--- src/rtl/cc_timer_pkg.sv ---
package cc_timer_pkg;

  localparam int ADDR_W = 2;

  localparam logic [ADDR_W-1:0] ADDR_REG0 = 2'd0;
  localparam logic [ADDR_W-1:0] ADDR_REG1 = 2'd1;
  localparam logic [ADDR_W-1:0] ADDR_CNT  = 2'd2;

  // edge select encodings
  localparam logic [1:0] EDGE_FALL = 2'b00;
  localparam logic [1:0] EDGE_RISE = 2'b01;
  localparam logic [1:0] EDGE_NONE = 2'b10;
  localparam logic [1:0] EDGE_BOTH = 2'b11;

  typedef struct packed {
    logic run;
    logic clrOnMatch;
    logic cmp0En;
    logic cmp1En;
    logic cap0;
    logic cap1;
  } ctrl_strobes_t;

  // selected edge seen
  function automatic logic edgeHit(input logic [1:0] code, input logic rise, input logic fall);
    case (code)
      EDGE_FALL: edgeHit = fall;
      EDGE_RISE: edgeHit = rise;
      EDGE_BOTH: edgeHit = rise | fall;
      default:   edgeHit = 1'b0;
    endcase
  endfunction

  // opposite of the selected edge; none when both or prohibited
  function automatic logic edgeOpposite(input logic [1:0] code, input logic rise, input logic fall);
    case (code)
      EDGE_FALL: edgeOpposite = rise;
      EDGE_RISE: edgeOpposite = fall;
      default:   edgeOpposite = 1'b0;
    endcase
  endfunction

endpackage

--- src/rtl/cc_edge_detect.sv ---
module cc_edge_detect #(
  parameter int STAGES = 2
) (
  input  logic clk,
  input  logic rstN,
  input  logic pinIn,
  output logic rise,
  output logic fall
);
  logic [STAGES:0] chainQ;

  always_ff @(posedge clk) begin
    if (!rstN) chainQ <= '0;
    else       chainQ <= {chainQ[STAGES-1:0], pinIn};
  end

  logic syncVal;
  logic prevVal;
  assign syncVal = chainQ[STAGES-1];
  assign prevVal = chainQ[STAGES];
  assign rise = syncVal & ~prevVal;
  assign fall = ~syncVal & prevVal;

  // edge pulses are mutually exclusive
  single_edge_chk: assert property (@(posedge clk) disable iff (!rstN) !(rise && fall));
endmodule

--- src/rtl/cc_timer_ctrl.sv ---
module cc_timer_ctrl
  import cc_timer_pkg::*;
#(
  parameter int SYNC_STAGES = 2
) (
  input  logic          clk,
  input  logic          rstN,
  input  logic          timerEn,
  input  logic          clearOnMatch,
  input  logic          reg0Capture,
  input  logic          reg1Capture,
  input  logic          reg0FromPinB,
  input  logic [1:0]    edgeSelA,
  input  logic [1:0]    edgeSelB,
  input  logic          pinA,
  input  logic          pinB,
  output ctrl_strobes_t strobes,
  output logic          toggleOutOff
);
  localparam int NUM_PINS = 2;

  logic [NUM_PINS-1:0] pinVec;
  logic [NUM_PINS-1:0] riseVec;
  logic [NUM_PINS-1:0] fallVec;

  assign pinVec = {pinB, pinA};

  for (genvar p = 0; p < NUM_PINS; p++) begin : g_pin
    cc_edge_detect #(.STAGES(SYNC_STAGES)) u_det (
      .clk  (clk),
      .rstN (rstN),
      .pinIn(pinVec[p]),
      .rise (riseVec[p]),
      .fall (fallVec[p])
    );
  end

  logic cap0FromA;
  logic cap0FromB;
  logic cap1FromA;

  assign cap0FromA = edgeOpposite(edgeSelA, riseVec[0], fallVec[0]);
  assign cap0FromB = edgeHit(edgeSelB, riseVec[1], fallVec[1]);
  assign cap1FromA = edgeHit(edgeSelA, riseVec[0], fallVec[0]);

  always_comb begin
    strobes.run        = timerEn;
    strobes.clrOnMatch = clearOnMatch;
    strobes.cmp0En     = timerEn & ~reg0Capture;
    strobes.cmp1En     = timerEn & ~reg1Capture;
    strobes.cap0       = reg0Capture & (reg0FromPinB ? cap0FromB : cap0FromA);
    strobes.cap1       = reg1Capture & cap1FromA;
  end

  assign toggleOutOff = reg1Capture | (reg0Capture & ~reg0FromPinB);


  both_edge_no_cap0_chk: assert property (@(posedge clk) disable iff (!rstN)
    (!reg0FromPinB && edgeSelA == EDGE_BOTH && (riseVec[0] || fallVec[0])) |-> !strobes.cap0);


  prohibited_code_chk: assert property (@(posedge clk) disable iff (!rstN)
    (edgeSelA == EDGE_NONE && (riseVec[0] || fallVec[0])) |-> !strobes.cap1);
endmodule

--- src/rtl/cc_timer_datapath.sv ---
module cc_timer_datapath
  import cc_timer_pkg::*;
#(
  parameter int CNT_W = 16
) (
  input  logic              clk,
  input  logic              rstN,
  input  ctrl_strobes_t     strobes,
  input  logic              wrEn,
  input  logic [ADDR_W-1:0] wrAddr,
  input  logic [CNT_W-1:0]  wrData,
  input  logic [ADDR_W-1:0] rdAddr,
  output logic [CNT_W-1:0]  rdData,
  output logic              irq0,
  output logic              irq1,
  output logic              overflow
);
  localparam logic [CNT_W-1:0] CNT_MAX = '1;

  logic [CNT_W-1:0] cntQ;
  logic [CNT_W-1:0] reg0Q;
  logic [CNT_W-1:0] reg1Q;
  logic             movedQ;
  logic             match0;
  logic             match1;

  // a match only counts on a value the counter has advanced into
  assign match0 = strobes.cmp0En & movedQ & (cntQ == reg0Q);
  assign match1 = strobes.cmp1En & movedQ & (cntQ == reg1Q);

  always_ff @(posedge clk) begin
    if (!rstN) begin
      cntQ     <= '0;
      movedQ   <= 1'b0;
      overflow <= 1'b0;
    end else begin
      movedQ   <= strobes.run;
      overflow <= strobes.run & (cntQ == CNT_MAX);
      if (!strobes.run)
        cntQ <= '0;
      else if (strobes.clrOnMatch && match0)
        cntQ <= '0;
      else
        cntQ <= cntQ + 1'b1;
    end
  end

  always_ff @(posedge clk) begin
    if (!rstN) begin
      reg0Q <= '0;
      reg1Q <= '0;
      irq0  <= 1'b0;
      irq1  <= 1'b0;
    end else begin
      irq0 <= match0 | strobes.cap0;
      irq1 <= match1 | strobes.cap1;
      if (strobes.cap0)
        reg0Q <= cntQ;
      else if (wrEn && wrAddr == ADDR_REG0)
        reg0Q <= wrData;
      if (strobes.cap1)
        reg1Q <= cntQ;
      else if (wrEn && wrAddr == ADDR_REG1)
        reg1Q <= wrData;
    end
  end

  always_comb begin
    case (rdAddr)
      ADDR_REG0: rdData = reg0Q;
      ADDR_REG1: rdData = reg1Q;
      ADDR_CNT:  rdData = cntQ;
      default:   rdData = '0;
    endcase
  end


  hold_zero_chk: assert property (@(posedge clk) disable iff (!rstN)
    !strobes.run |=> (cntQ == '0));


  no_overflow_chk: assert property (@(posedge clk) disable iff (!rstN)
    overflow |-> (cntQ == '0));


  clear_reload_chk: assert property (@(posedge clk) disable iff (!rstN)
    (irq0 && $past(strobes.clrOnMatch) && $past(strobes.cmp0En)) |-> (cntQ == '0));


  cap1_value_chk: assert property (@(posedge clk) disable iff (!rstN)
    $past(strobes.cap1) |-> (reg1Q == $past(cntQ)));
endmodule

--- src/rtl/cc_timer_top.sv ---
module cc_timer_top
  import cc_timer_pkg::*;
#(
  parameter int CNT_W       = 16,
  parameter int SYNC_STAGES = 2
) (
  input  logic              clk,
  input  logic              rstN,
  input  logic              wrEn,
  input  logic [1:0]        wrAddr,
  input  logic [CNT_W-1:0]  wrData,
  input  logic [1:0]        rdAddr,
  output logic [CNT_W-1:0]  rdData,
  input  logic              timerEn,
  input  logic              clearOnMatch,
  input  logic              reg0Capture,
  input  logic              reg1Capture,
  input  logic              reg0FromPinB,
  input  logic [1:0]        edgeSelA,
  input  logic [1:0]        edgeSelB,
  input  logic              pinA,
  input  logic              pinB,
  output logic              irq0,
  output logic              irq1,
  output logic              overflow,
  output logic              toggleOutOff
);
  ctrl_strobes_t strobes;

  cc_timer_ctrl #(.SYNC_STAGES(SYNC_STAGES)) u_ctrl (
    .clk         (clk),
    .rstN        (rstN),
    .timerEn     (timerEn),
    .clearOnMatch(clearOnMatch),
    .reg0Capture (reg0Capture),
    .reg1Capture (reg1Capture),
    .reg0FromPinB(reg0FromPinB),
    .edgeSelA    (edgeSelA),
    .edgeSelB    (edgeSelB),
    .pinA        (pinA),
    .pinB        (pinB),
    .strobes     (strobes),
    .toggleOutOff(toggleOutOff)
  );

  cc_timer_datapath #(.CNT_W(CNT_W)) u_dp (
    .clk     (clk),
    .rstN    (rstN),
    .strobes (strobes),
    .wrEn    (wrEn),
    .wrAddr  (wrAddr),
    .wrData  (wrData),
    .rdAddr  (rdAddr),
    .rdData  (rdData),
    .irq0    (irq0),
    .irq1    (irq1),
    .overflow(overflow)
  );


  toggle_off_chk: assert property (@(posedge clk) disable iff (!rstN)
    reg1Capture |-> toggleOutOff);
endmodule

--- config.mk ---
export PLATFORM = sky130hd
export DESIGN_NAME = cc_timer_top
export DESIGN_NICKNAME = d
export VERILOG_FILES = /design/src/rtl/cc_timer_pkg.sv /design/src/rtl/cc_edge_detect.sv /design/src/rtl/cc_timer_ctrl.sv /design/src/rtl/cc_timer_datapath.sv /design/src/rtl/cc_timer_top.sv
export SDC_FILE = /design/constraint.sdc
export NUM_CORES = 1
export LEC_CHECK = 0
export BUFFER_PORTS_ARGS = -buffer_cell sky130_fd_sc_hd__buf_4
export CELL_PAD_IN_SITES_DETAIL_PLACEMENT = 1
export CELL_PAD_IN_SITES_GLOBAL_PLACEMENT = 2
export CORE_UTILIZATION = 34
export CTS_CLUSTER_SIZE = 8
export DETAILED_ROUTE_END_ITERATION = 16
export PLACE_DENSITY_LB_ADDON = 0.1
export SLEW_MARGIN = 20
export SYNTH_ARGS = -nofsm -noshare
export SYNTH_HDL_FRONTEND = slang
export SYNTH_HIERARCHICAL = 1
export SYNTH_SLANG_ARGS = --single-unit
--- constraint.sdc ---
create_clock -name clk -period 2 [get_ports clk]
set_input_delay 0.4 -clock clk [delete_from_list [all_inputs] [get_ports clk]]
set_output_delay 0.4 -clock clk [all_outputs]
set_load 0.01 [all_outputs]
Word-level counts from Yosys, hierarchy flattened
Cells that the tools add are included.
{"block": "word_totals", "output_inout_bits": 20, "ff_bits": 58, "wordCells": 67}
{"block": "op_classes", "muxes": 9, "eq_ne": 10, "bitwise_logic": 28, "addsub": 1, "n_reduce_logical": 10}
{"operator": "2-to-1 mux 16 bit", "n": 4}
{"operator": "case mux 16 bit (3 select lines)", "n": 1}
{"operator": "equality test 16 bit", "n": 2}
{"operator": "adder 16 x 1 -> 16 bit (second input constant)", "n": 1}
{"operator": "equality test 16 bit (second input constant)", "n": 1}
{"operator": "bitwise AND 1 bit", "n": 14}
{"operator": "NOT 1 bit", "n": 9}
{"operator": "equality test 2 x 1 -> 1 bit (second input constant)", "n": 4}
{"operator": "zero test 2 bit", "n": 4}
{"operator": "equality test 2 bit (second input constant)", "n": 3}
{"operator": "case mux 1 bit (3 select lines)", "n": 2}
{"operator": "bitwise OR 1 bit", "n": 5}
{"operator": "nonzero test 2 bit", "n": 2}
{"operator": "logical AND 1 bit", "n": 3}
{"operator": "OR reduction 3 bit", "n": 1}
{"operator": "case mux 1 bit (2 select lines)", "n": 1}
{"operator": "2-to-1 mux 1 bit", "n": 1}

Depth between registers and ports, before layout
Gate-level depths: netlist of run 1.
{"block": "logic_depth", "depth_word": 7, "mapped_depth": 9}

Modules after synthesis
The synthesis of run 1 kept the hierarchy.
{"mod": "cc_timer_datapath", "area_each_um2": 3004.1, "cells_each": 339, "seq_area_each_um2": 1041.0, "instances": 1}
{"mod": "cc_edge_detect", "area_each_um2": 91.3, "cells_each": 8, "seq_area_each_um2": 60.1, "instances": 2}
{"mod": "cc_timer_ctrl", "area_each_um2": 103.8, "cells_each": 15, "seq_area_each_um2": 0.0, "instances": 1}

Worst setup path after synthesis of run 1
OpenSTA, ideal clock, no wires.
{"block": "synth_timing", "path_type": "input port to output port", "from": "input port rdAddr[1]", "to": "output port rdData[0]", "setup_slack_ns": 0.115, "t_arrival_ns": 1.485, "path_stages": 4, "path_buffers": 2, "required_ns": 1.600, "cell_sequence": "buf_2 > buf_1 > mux2i_1 > o21ai_0"}
{"block": "synth_between", "elab_chain_cells": 2}
{"item": "start, declared", "line_no": "cc_timer_top.sv:12", "text": "input logic [1:0] rdAddr,"}
{"item": "equality test 2 bit, or another cell as far along", "line_no": "cc_timer_datapath.sv:69", "text": "case (rdAddr)"}
{"item": "case mux 16 bit (3 select lines) (*)", "line_no": "cc_timer_datapath.sv:69"}
{"item": "end, declared", "line_no": "cc_timer_top.sv:13", "text": "output logic [CNT_W-1:0] rdData,"}
Every way passes the cells marked *; elsewhere a longest branch is shown, timed or not.

==> run summary, run 1 <==
POWER
------------------------------------------------------------------------------------------
Proportion of power drawn by combinational gates ............................        16.8%
Power Dens Cells ............................................................  650 mW/mm^2
Clk network pwr share .......................................................        35.4%
Switching fraction of total power ...........................................        27.7%
Sequential cell fraction of total power .....................................        47.9%
Sw Pwr ......................................................................       733 uW
Peak supply drop ............................................................   0.000281 V
Internal power ..............................................................      1910 uW
Power after layout ..........................................................      2650 uW
Leak pwr ....................................................................   0.00202 uW

CLOCK TREE
------------------------------------------------------------------------------------------
Root Buffer Master ..........................................................     clkbuf_8
Total clock sinks ...........................................................           58
CTS Hold Buffers Added ......................................................            0
Clock edge transition at the registers on the reported setup and hold paths .      0.06 ns
Clock buffer count from CTS .................................................            9
H-tree levels ...............................................................            3
Clock latency of the later-clocked register in the worst-skew pair ..........      0.34 ns
Clock tree from TritonCTS ...................................................          yes
Longest Clk Path Bufs .......................................................            2

ROUTE
------------------------------------------------------------------------------------------
Initial DRC Count ...........................................................           58
Total iterations of the first detailed-routing run ..........................            4
Met3 WL .....................................................................       298 um
Via total after detailed routing ............................................         2751
Total Wirelength ............................................................      9490 um
Per-cell routed wire length .................................................      17.0 um
Remaining number of nets flagged by the antenna check after routing .........            0
Residual DRC ................................................................            0
Via density .................................................................         4.94
Routed length on met2 .......................................................      4650 um
Top routing layer in use ....................................................         met4
WL met1 .....................................................................      4450 um

STA
------------------------------------------------------------------------------------------
Number of hold-slack violations in the final timing report ..................            0
Maximum clock skew at final layout ..........................................   0.00504 ns
Worst hold margin ...........................................................     0.271 ns
Measured slew at the worst slew-check pin ...................................     0.425 ns
Setup tns final .............................................................         0 ns
Setup-failing EPs final .....................................................            0
Post-route fraction of the period consumed by the critical path .............        93.7%
Slew margin rel. ............................................................        71.7%
Max-slew violation count ....................................................            0
Maximum achievable frequency ................................................    0.534 GHz
Min Tclk post-route .........................................................      1.87 ns

SETUP PATH
------------------------------------------------------------------------------------------
Setup crit start kind .......................................................         flop
Required @ worst endpoint ...................................................      2.22 ns
Crit Path Class .............................................................      reg2reg
Nature of the critical path endpoint ........................................         flop
Cell chain of the critical path ............................................. nor2b_1, mux2i_1, o21ai_0, and3_1, buf_8, mux2i_1, nand2_1, o211a_1
Slowest cell on the critical path ...........................................      dfxtp_1
Worst Path Max Fanout .......................................................           17
Slowest Stage Delay on Critical Path ........................................      0.35 ns
Most Frequent Cell on Critical Path .........................................      mux2i_1
WP data arrival .............................................................      2.10 ns

LOGIC SYNTHESIS
------------------------------------------------------------------------------------------
Library cells used by synthesis .............................................           31
Mean cell area of the mapped netlist ........................................    8.89 um^2
Synth Flop Type .............................................................      dfxtp_1
Netlist area before placement ............................................... 0.00329 mm^2
Synthesized net count .......................................................          405
Sequential element share of the synthesized area ............................        35.3%
Number of enable flip-flop cells after synthesis ............................            0
Syn Inst Count ..............................................................          370
Fraction of synthesis flops using an asynchronous set or reset pin ..........           0%
Post-synthesis sequential element count .....................................           58
Synthesis Warnings ..........................................................            6

LAYOUT
------------------------------------------------------------------------------------------
Top library cells by usage in the layout, fill and taps aside ............... buf_4, dfxtp_1, nand2_1
Signed area change from the synthesized netlist to the final layout .........        23.8%
Final Core Density ..........................................................        43.7%
Register cell area after layout ............................................. 0.00116 mm^2
Nets ........................................................................          458
Filler cells ................................................................         1143
Area used by multi-input combinational logic ................................ 0.00194 mm^2
Share of post-route cells with drive strength above 1 .......................        22.7%
Leading cell type in the layout, fill and taps excluded .....................        buf_4
Diode count .................................................................            0

GLOBAL ROUTING
------------------------------------------------------------------------------------------
Global-route wire length before repair ......................................     15400 um
Antenna violations before repair ............................................            0
Largest net degree at the start of global routing ...........................           33
Total GRT Usage .............................................................        20.5%
GRT Residual Overflow .......................................................            0
Number of global-route vias before repair ...................................         2938

DIE
------------------------------------------------------------------------------------------
IO Count ....................................................................           54
Core area ................................................................... 0.00933 mm^2
Die footprint ...............................................................  0.0101 mm^2
Height of the die ...........................................................       100 um
Die outline width ...........................................................       100 um
Starting density of the core ................................................        35.3%
Std cell rows ...............................................................           35

PLACEMENT
------------------------------------------------------------------------------------------
Number of buffers added on ports ............................................           53
Gp weighted congestion ......................................................        0.715
Detailed placement HPWL .....................................................      6740 um

WORST HOLD PATH
------------------------------------------------------------------------------------------
Class of the tightest hold or removal check .................................       in2reg

FLOW RUN
------------------------------------------------------------------------------------------
Max-Cap Viols ...............................................................            0

RUN STATUS
------------------------------------------------------------------------------------------
Result of the run ........................................................... finished, final reports clean

[timing repair]
action	4_1_cts	5_1_grt
setup buffers	0	0
resized for setup	0	5
endpoints found under the setup margin	0	32
[through the flow]
step / setup WS, ns / cells / area [um^2]
after CTS: 0.00419 / 557 / 4050
after global placement: 0.0644 / 541 / 3880
after global routing: -0.00775 / 557 / 4080
after detailed placement: 0.0252 / 541 / 3880
after floorplan: 0.115 / 370 / 3290
final: 0.126 / 557 / 4080
[worst paths after layout]
check / from / to / slack (ns) / depth (start not counted)
hold / removal: pinA / u_ctrl/g_pin[0].u_det/chainQ[0] / 0.27 / 2
setup / recovery: u_ctrl/g_pin[0].u_det/chainQ[1] / u_dp/reg0Q[7] / 0.13 / 8
hold reg to reg: u_ctrl/g_pin[0].u_det/chainQ[0] / u_ctrl/g_pin[0].u_det/chainQ[1] / 0.43 / 1
setup reg to reg: u_ctrl/g_pin[0].u_det/chainQ[1] / u_dp/reg0Q[7] / 0.13 / 8
[sequential cells by signal, indices dropped and copies added, names as in the netlist]
| name | count |
|---|---|
| u_dp/overflow | 1 |
| u_ctrl/g_pin.u_det/chainQ | 6 |
| u_dp/cntQ | 16 |
| u_dp/reg0Q | 16 |
| u_dp/reg1Q | 16 |
| u_dp/irq0 | 1 |
| u_dp/irq1 | 1 |
| u_dp/movedQ | 1 |
[logic make-up (layout without fill, tap and decap cells)]
group | count (synthesis) | count (layout) | share of synthesized area [%]
DFF | 58 | 58 | 35.3
adders and majority gates | 1 | 1 | 0.380
and+or+nand+nor | 113 | 113 | 15.8
muxes | 49 | 49 | 14.9
buffers and inverters | 44 | 102 | 6.31
AOI/OAI and AO/OA | 60 | 60 | 15.4
xor gates and xnor gates | 45 | 45 | 12.0
[power by group through the flow]
stage	registers (uW)	clock network, uW	logic [uW]
2_1_floorplan	1280	0	267
3_3_place_gp	1290	0	436
3_5_place_dp	1290	0	445
4_1_cts	1270	983	447
5_1_grt	1270	1030	490
6_report	1270	936	444
[cells in the mapped netlist, drive strengths merged, types with 7 or more instances]
cell    instances  area, um^2
o21ai          17        85.1
o211a          32         320
xnor2          18         158
nand2          53         199
nor2b          10        62.6
xor2           27         236
clkbuf         22        82.6
buf            16         103
dfxtp          58        1160
mux2i          49         490
and2            7        43.8
nor2           18        67.6
nand4           8        50.1
[area by class of cell]
| cell class | instances | area share, % |
|---|---|---|
| repair buffers | 80 | 15.3 |
| inverters | 6 | 0.553 |
| clock inverters | 3 | 0.368 |
| clock buffers | 13 | 3.65 |
| flip-flops and latches | 58 | 28.5 |
| multi-input cells | 268 | 47.7 |
| well taps | 129 | 3.96 |
[per-layer routing]
layer | GRT usage, % | up-vias
met5 | 0 | -
met4 | 4.24 | 0
met3 | 5.01 | 9
met2 | 36.2 | 43
met1 | 25.1 | 1326
li1 | - | 1373
[worst max-delay path, delay by kind of cell, from the launching register on]
kind / cells / cell delay, ns
AND/OR/NAND/NOR: 3 / 0.56
AO/OA/AOI/OAI: 2 / 0.30
flip-flops: 1 / 0.35
multiplexers: 2 / 0.30
buffers and inverters: 1 / 0.25
No activity file was read; power rests on OpenSTA's default activity.
==> run 2: changes to the inputs <==
--- a/config.mk
+++ b/config.mk
@@ -9,5 +9,5 @@
 export CELL_PAD_IN_SITES_DETAIL_PLACEMENT = 1
 export CELL_PAD_IN_SITES_GLOBAL_PLACEMENT = 2
-export CORE_UTILIZATION = 34
+export CORE_UTILIZATION = 31
 export CTS_CLUSTER_SIZE = 8
 export DETAILED_ROUTE_END_ITERATION = 16
==> constraint.sdc (replaced) <==
create_clock -name clk -period 1.7 [get_ports clk]
set_input_delay 0 -clock clk [delete_from_list [all_inputs] [get_ports clk]]
set_output_delay 0 -clock clk [all_outputs]
set_load 0.01 [all_outputs]
==> run 2 against run 1 <==
Net effect:
- the run now ends with negative setup slack left
- wire length is 10% higher
- highest routed layer unchanged
- total power is 23% higher
- core utilization is 1.7 points lower
- sequential share of layout area is 1.5 points lower
==> run summary, run 2 (same netlist as run 1, synthesis figures left out) <==
CLOCK TREE
------------------------------------------------------------------------------------------
Longest Clk Path Bufs .......................................................            2   unchanged
Clock edge transition at the registers on the reported setup and hold paths .      0.07 ns   about the same
Root Buffer Master ..........................................................     clkbuf_8
Clock latency of the later-clocked register in the worst-skew pair ..........      0.34 ns   about the same
H-tree levels ...............................................................            3   unchanged
Total clock sinks ...........................................................           58   unchanged
Clock buffer count from CTS .................................................            9   unchanged
Clock tree from TritonCTS ...................................................          yes

ROUTE
------------------------------------------------------------------------------------------
Residual DRC ................................................................            0   unchanged
Initial DRC Count ...........................................................          101   +74%
Remaining number of nets flagged by the antenna check after routing .........            0   unchanged
Via density .................................................................         5.00   +1.3%
Via total after detailed routing ............................................         2897   +5.3%
Per-cell routed wire length .................................................      18.1 um   +6.0%
Total iterations of the first detailed-routing run ..........................            6   +2
Total Wirelength ............................................................     10500 um   +10%

GLOBAL ROUTING
------------------------------------------------------------------------------------------
Global-route wire length before repair ......................................     16800 um   +8.5%
Number of global-route vias before repair ...................................         3058   +4.1%
GRT Residual Overflow .......................................................            0   unchanged
Antenna violations before repair ............................................            0   unchanged
Largest net degree at the start of global routing ...........................           38   +15%
Total GRT Usage .............................................................        20.2%   -0.28 points

SETUP PATH
------------------------------------------------------------------------------------------
Beginning of the critical path .............................................. u_dp/reg0Q[4]
Setup crit start kind .......................................................         flop
Required @ worst endpoint ...................................................      1.93 ns   -0.29 ns
Crit Path Class .............................................................      reg2reg
Worst Path Max Fanout .......................................................           16   -1
WP data arrival .............................................................      1.99 ns   -0.11 ns
Nature of the critical path endpoint ........................................         flop
Beginning of the worst register-to-register path ............................ u_dp/reg0Q[4]

LAYOUT
------------------------------------------------------------------------------------------
Area used by multi-input combinational logic ................................ 0.00202 mm^2   +3.9%
Nets ........................................................................          474   +3.5%
Leading cell type in the layout, fill and taps excluded .....................        buf_4
Largest registers in the final layout ....................................... u_dp/cntQ (16), u_dp/reg0Q (16), u_dp/reg1Q (16)
Register cell area after layout ............................................. 0.00117 mm^2   +0.75%
Share of post-route cells with drive strength above 1 .......................        28.2%   +5.6 points
Signed area change from the synthesized netlist to the final layout .........        31.7%
Filler cells ................................................................         1217   +6.5%
Top library cells by usage in the layout, fill and taps aside ............... buf_4, nand2_1, dfxtp_1
Final Instance Area ......................................................... 0.00433 mm^2   +6.4%
Diode count .................................................................            0   unchanged

STA
------------------------------------------------------------------------------------------
Maximum achievable frequency ................................................    0.570 GHz   +6.8%
Max-slew violation count ....................................................            0   unchanged
Min Tclk post-route .........................................................      1.75 ns   -0.120 ns
Setup tns final .............................................................    -0.833 ns   -0.833 ns
Number of hold-slack violations in the final timing report ..................            0   unchanged
Worst hold margin ...........................................................    0.0141 ns   -0.257 ns
Measured slew at the worst slew-check pin ...................................     0.421 ns   -0.00398 ns
Slew margin rel. ............................................................        71.9%   +0.26 points
Fin worst setup slack .......................................................   -0.0541 ns   -0.180 ns
Unrepaired setup endpoints after global routing .............................         true
Setup-failing EPs final .....................................................           26   +26
Post-route fraction of the period consumed by the critical path .............         103%   +9.5 points
Maximum clock skew at final layout ..........................................   0.00560 ns   +0.000565 ns

DIE
------------------------------------------------------------------------------------------
IO Count ....................................................................           54   unchanged
Starting density of the core ................................................        31.9%   -3.4 points
Core area ...................................................................  0.0103 mm^2   +11%
Height of the die ...........................................................       105 um   +4.6%
Die outline width ...........................................................       105 um   +4.6%
Std cell rows ...............................................................           37   +5.7%
Die footprint ...............................................................  0.0110 mm^2   +9.5%

POWER
------------------------------------------------------------------------------------------
Power after layout ..........................................................      3260 uW   +23%
Leak pwr ....................................................................   0.00213 uW   +5.7%
Power Dens Cells ............................................................  753 mW/mm^2   +16%
Peak supply drop ............................................................   0.000352 V   +25%

WORST HOLD PATH
------------------------------------------------------------------------------------------
Hold Startpoint .............................................................    wrData[6]
Class of the tightest hold or removal check .................................       in2reg

RUN STATUS
------------------------------------------------------------------------------------------
Result of the run ........................................................... complete, but fails checks
Violations in the final reports ............................................. negative setup slack

PLACEMENT
------------------------------------------------------------------------------------------
Number of buffers added on ports ............................................           53   unchanged
Gp weighted congestion ......................................................        0.730   +2.1%
Detailed placement HPWL .....................................................      7010 um   +4.0%
Area post-placement ......................................................... 0.00397 mm^2   +2.3%

FLOW RUN
------------------------------------------------------------------------------------------
Max-Cap Viols ...............................................................            0   unchanged

==> run 2: changes by cell type in the layout (fill, tap and decap cells not counted), moves of 2 or more <==
cell / previous run / this run
buf_4: 77 / 84
dfxtp_1: 58 / 51
dfxtp_2: 0 / 7
buf_12: 1 / 5
dlygate4sd3_1: 0 / 3
mux2i_1: 49 / 46
mux2i_2: 0 / 3
nor2b_4: 0 / 3
a31o_4: 2 / 4
clkbuf_1: 3 / 1
nor2b_1: 9 / 7
==> run 2: worst paths after layout <==
check / to / slack, ns / depth (start not counted)
max: u_dp/cntQ[6] / -0.05 / 6
min: u_dp/reg1Q[6] / 0.01 / 4
max reg2reg: u_dp/cntQ[6] / -0.05 / 6
min reg2reg: u_ctrl/g_pin[0].u_det/chainQ[1] / 0.43 / 1
==> run 2: layout make-up <==
class	count	share of cell area (%)
multi-input combinational	270	46.6
sequential	58	27.0
timing repair buffer	94	18.1
tap	136	3.93
clock buffer	12	3.58
inverter	6	0.520
clock inverter	3	0.346
==> run 2: power by group <==
part / switching (uW) / leakage (uW) / internal, uW / total [uW]
Combinational: 295 / 0.00157 / 310 / 605
Sequential: 63.3 / 0.000477 / 1430 / 1490
Clock: 572 / 0.0000920 / 594 / 1170
Total: 930 / 0.00213 / 2330 / 3260
==> run 2: timing repair <==
action,CTS,global route
gates cloned,2,0
endpoints found under the setup margin,48,49
resized for setup,20,13
endpoints found under the hold margin,5,0
pin swaps,5,4
setup buffers,2,1
hold buffers,3,0
==> run 2: critical path: stages (launching register included) <==
cell and delay [ns]:
dfxtp_2 0.34, xor2_1 0.16, nor4_1 0.33, nand3_1 0.26, o31ai_4 0.31, buf_12 0.19
nor3_1 0.06
==> run 2: stage by stage <==
| stage | util (%) | instances | setup slack, ns |
|---|---|---|---|
| 2_1_floorplan | - | 370 | 0.000347 |
| 3_3_place_gp | 38.5 | 556 | -0.0282 |
| 3_5_place_dp | 38.5 | 556 | -0.107 |
| 4_1_cts | 41.4 | 578 | -0.0395 |
| 5_1_grt | 42.0 | 579 | -0.111 |
| 6_report | 42.0 | 579 | -0.0541 |
==> run 2: routing by layer <==
metal | up-vias | GRT usage (%) | wire length, um
met5 | - | 0 | 0
li1 | 1418 | - | -
met3 | 10 | 3.49 | 357
met1 | 1413 | 25.2 | 4780
met2 | 56 | 35.3 | 5190
met4 | 0 | 6.04 | 125
==> run 3: changes to the inputs <==
Settings changed: CORE_ASPECT_RATIO set to 1.75, SETUP_SLACK_MARGIN set to 0.05.
==> run 3 against run 2 <==
Net effect:
- the run still ends with negative setup slack left
- total power rose by 33%
- flip-flop and latch count did not move
- wire length rose by 19%
- global-route usage rose by 3.5 points
- non-clock buffer count rose by 12
- register-to-register slack got worse by 0.08 ns
- clock power rose by 85%
- die area rose by 0.14%
- core utilization rose by 3.9 points
- via count rose by 3.9%
- critical path type unchanged
- highest routed layer unchanged
==> run summary, run 3 (same netlist as run 1, synthesis figures left out) <==
LAYOUT
------------------------------------------------------------------------------------------
Nets ........................................................................          487   +2.7%
Signed area change from the synthesized netlist to the final layout .........        43.5%
Diode count .................................................................            0   unchanged
Share of post-route cells with drive strength above 1 .......................        32.8%   +4.6 points
Leading cell type in the layout, fill and taps excluded .....................        buf_4
Final Instance Area ......................................................... 0.00472 mm^2   +8.9%
Top library cells by usage in the layout, fill and taps aside ............... buf_4, nand2_1, dfxtp_1
Largest registers in the final layout ....................................... u_dp/cntQ (16), u_dp/reg0Q (16), u_dp/reg1Q (16)
Filler cells ................................................................         1201   -1.3%

PLACEMENT
------------------------------------------------------------------------------------------
Number of buffers added on ports ............................................           53   unchanged
Detailed placement HPWL .....................................................      8790 um   +25%
Gp weighted congestion ......................................................        0.821   +12%
Area post-placement ......................................................... 0.00401 mm^2   +1.0%

SETUP PATH
------------------------------------------------------------------------------------------
Setup crit start kind .......................................................         flop
Worst Path Max Fanout .......................................................           13   -3
Crit Path Class .............................................................      reg2reg
WP data arrival .............................................................      2.06 ns   +0.07 ns
Required @ worst endpoint ...................................................      1.92 ns   about the same
Nature of the critical path endpoint ........................................         flop

DIE
------------------------------------------------------------------------------------------
Core area ...................................................................  0.0103 mm^2   -0.23%
Die footprint ...............................................................  0.0110 mm^2   +0.14%
Starting density of the core ................................................        31.9%   +0.074 points
Height of the die ...........................................................       138 um   +32%
Std cell rows ...............................................................           49   +32%
IO Count ....................................................................           54   unchanged
Die outline width ...........................................................      79.9 um   -24%

GLOBAL ROUTING
------------------------------------------------------------------------------------------
Largest net degree at the start of global routing ...........................           24   -37%
Global-route wire length before repair ......................................     18800 um   +12%
Total GRT Usage .............................................................        23.7%   +3.5 points
Antenna violations before repair ............................................            0   unchanged
Number of global-route vias before repair ...................................         3330   +8.9%
GRT Residual Overflow .......................................................            0   unchanged

ROUTE
------------------------------------------------------------------------------------------
Per-cell routed wire length .................................................      21.3 um   +18%
Via density .................................................................         5.15   +3.0%
Remaining number of nets flagged by the antenna check after routing .........            0   unchanged
Total iterations of the first detailed-routing run ..........................            4   -2
Total Wirelength ............................................................     12500 um   +19%
Initial DRC Count ...........................................................          118   +17%
Via total after detailed routing ............................................         3010   +3.9%
Residual DRC ................................................................            0   unchanged

CLOCK TREE
------------------------------------------------------------------------------------------
Clock latency of the later-clocked register in the worst-skew pair ..........      0.33 ns   about the same
Root Buffer Master ..........................................................    clkbuf_16
H-tree levels ...............................................................            3   unchanged
Clock edge transition at the registers on the reported setup and hold paths .      0.05 ns   -0.02 ns
Clock tree from TritonCTS ...................................................          yes
Clock buffer count from CTS .................................................            9   unchanged
Total clock sinks ...........................................................           58   unchanged
Longest Clk Path Bufs .......................................................            2   unchanged

STA
------------------------------------------------------------------------------------------
Number of hold-slack violations in the final timing report ..................            0   unchanged
Unrepaired setup endpoints after global routing .............................         true
Min Tclk post-route .........................................................      1.84 ns   +0.0823 ns
Setup tns final .............................................................     -3.10 ns   -2.27 ns
Slew margin rel. ............................................................        74.9%   +3.0 points
Maximum clock skew at final layout ..........................................   0.00538 ns   -0.000218 ns
Measured slew at the worst slew-check pin ...................................     0.373 ns   -0.0483 ns
Post-route fraction of the period consumed by the critical path .............         108%   +4.8 points
Max-slew violation count ....................................................            0   unchanged
Setup-failing EPs final .....................................................           32   +23%
Fin worst setup slack .......................................................    -0.136 ns   -0.0823 ns
Maximum achievable frequency ................................................    0.545 GHz   -4.5%

RUN STATUS
------------------------------------------------------------------------------------------
Violations in the final reports ............................................. negative setup slack
Result of the run ........................................................... complete, but fails checks

POWER
------------------------------------------------------------------------------------------
Power Dens Cells ............................................................  919 mW/mm^2   +22%
Leak pwr ....................................................................   0.00231 uW   +8.3%
Peak supply drop ............................................................   0.000526 V   +49%

FLOW RUN
------------------------------------------------------------------------------------------
Max-Cap Viols ...............................................................            0   unchanged

WORST HOLD PATH
------------------------------------------------------------------------------------------
Class of the tightest hold or removal check .................................       in2reg

[run 3: changes by cell type in the layout (fill, tap and decap cells not counted), sizes merged]
cell	change
a31o	+1
buf	+13
bufinv	+3
clkbuf	-1
clkinv	-1
dlygate4sd3	-1
[run 3: layer usage]
metal | up-vias | global-route usage (%) | share of wire (%)
li1 | 1443 | - | -
met1 | 1463 | 23.2 | 35
met2 | 76 | 44.7 | 56
met3 | 28 | 3.76 | 3.1
met4 | 0 | 14.3 | 5.1
met5 | - | 0 | 0
[run 3: power by group]
group,switching (uW),internal (uW)
Clock,659,1510
Sequential,77.3,1430
Combinational,320,342
[run 3: layout make-up]
cell class                      instances  area, um^2  share of cell area [%]
Multi-Input combinational cell        271        2090                    44.2
Timing Repair Buffer                  106         928                    19.7
Clock buffer                           11         253                    5.35
Inverter                                6        22.5                   0.477
Clock inverter                          5         100                    2.12
Tap cell                              127         159                    3.37
Sequential cell                        58        1170                    24.8
[run 3: worst max-delay path: stages (launching register included)]
cell and delay [ns]:
dfxtp_2 0.33, nor2b_1 0.12, a221o_1 0.32, and3_4 0.20, buf_12 0.14, a31o_4 0.25
buf_12 0.16, o211a_1 0.21
[run 3: per-stage QoR]
step / utilization (%) / hold slack, ns / std cells / total power (uW) / setup WS, ns
after detailed placement: 39.0 / 0.216 / 551 / 2100 / -0.320
after CTS: 45.0 / 0.0218 / 582 / 4350 / -0.119
after global routing: 45.8 / 0.0546 / 584 / 4480 / -0.196
after global placement: 39.0 / 0.217 / 551 / 2090 / -0.226
after floorplan: - / 0.102 / 370 / 1840 / 0.0419
final: 45.8 / 0.0295 / 584 / 4340 / -0.136
[run 3: worst paths after layout]
path	from	slack (ns)	depth (start not counted)	to
max reg2reg	u_ctrl/g_pin[1].u_det/chainQ[2]	-0.14	7	u_dp/reg0Q[15]
min reg2reg	u_ctrl/g_pin[0].u_det/chainQ[0]	0.43	1	u_ctrl/g_pin[0].u_det/chainQ[1]
max	u_ctrl/g_pin[1].u_det/chainQ[2]	-0.14	7	u_dp/reg0Q[15]
min	wrData[12]	0.03	4	u_dp/reg1Q[12]
[run 3: repair_timing]
action / in CTS / in global routing
hold endpoints to repair: 2 / 0
endpoints found under the setup margin: 49 / 48
hold buffers: 2 / 0
gates resized for setup: 28 / 17
buffers inserted: 10 / 2
gates cloned: 3 / 1
pin swaps: 2 / 10
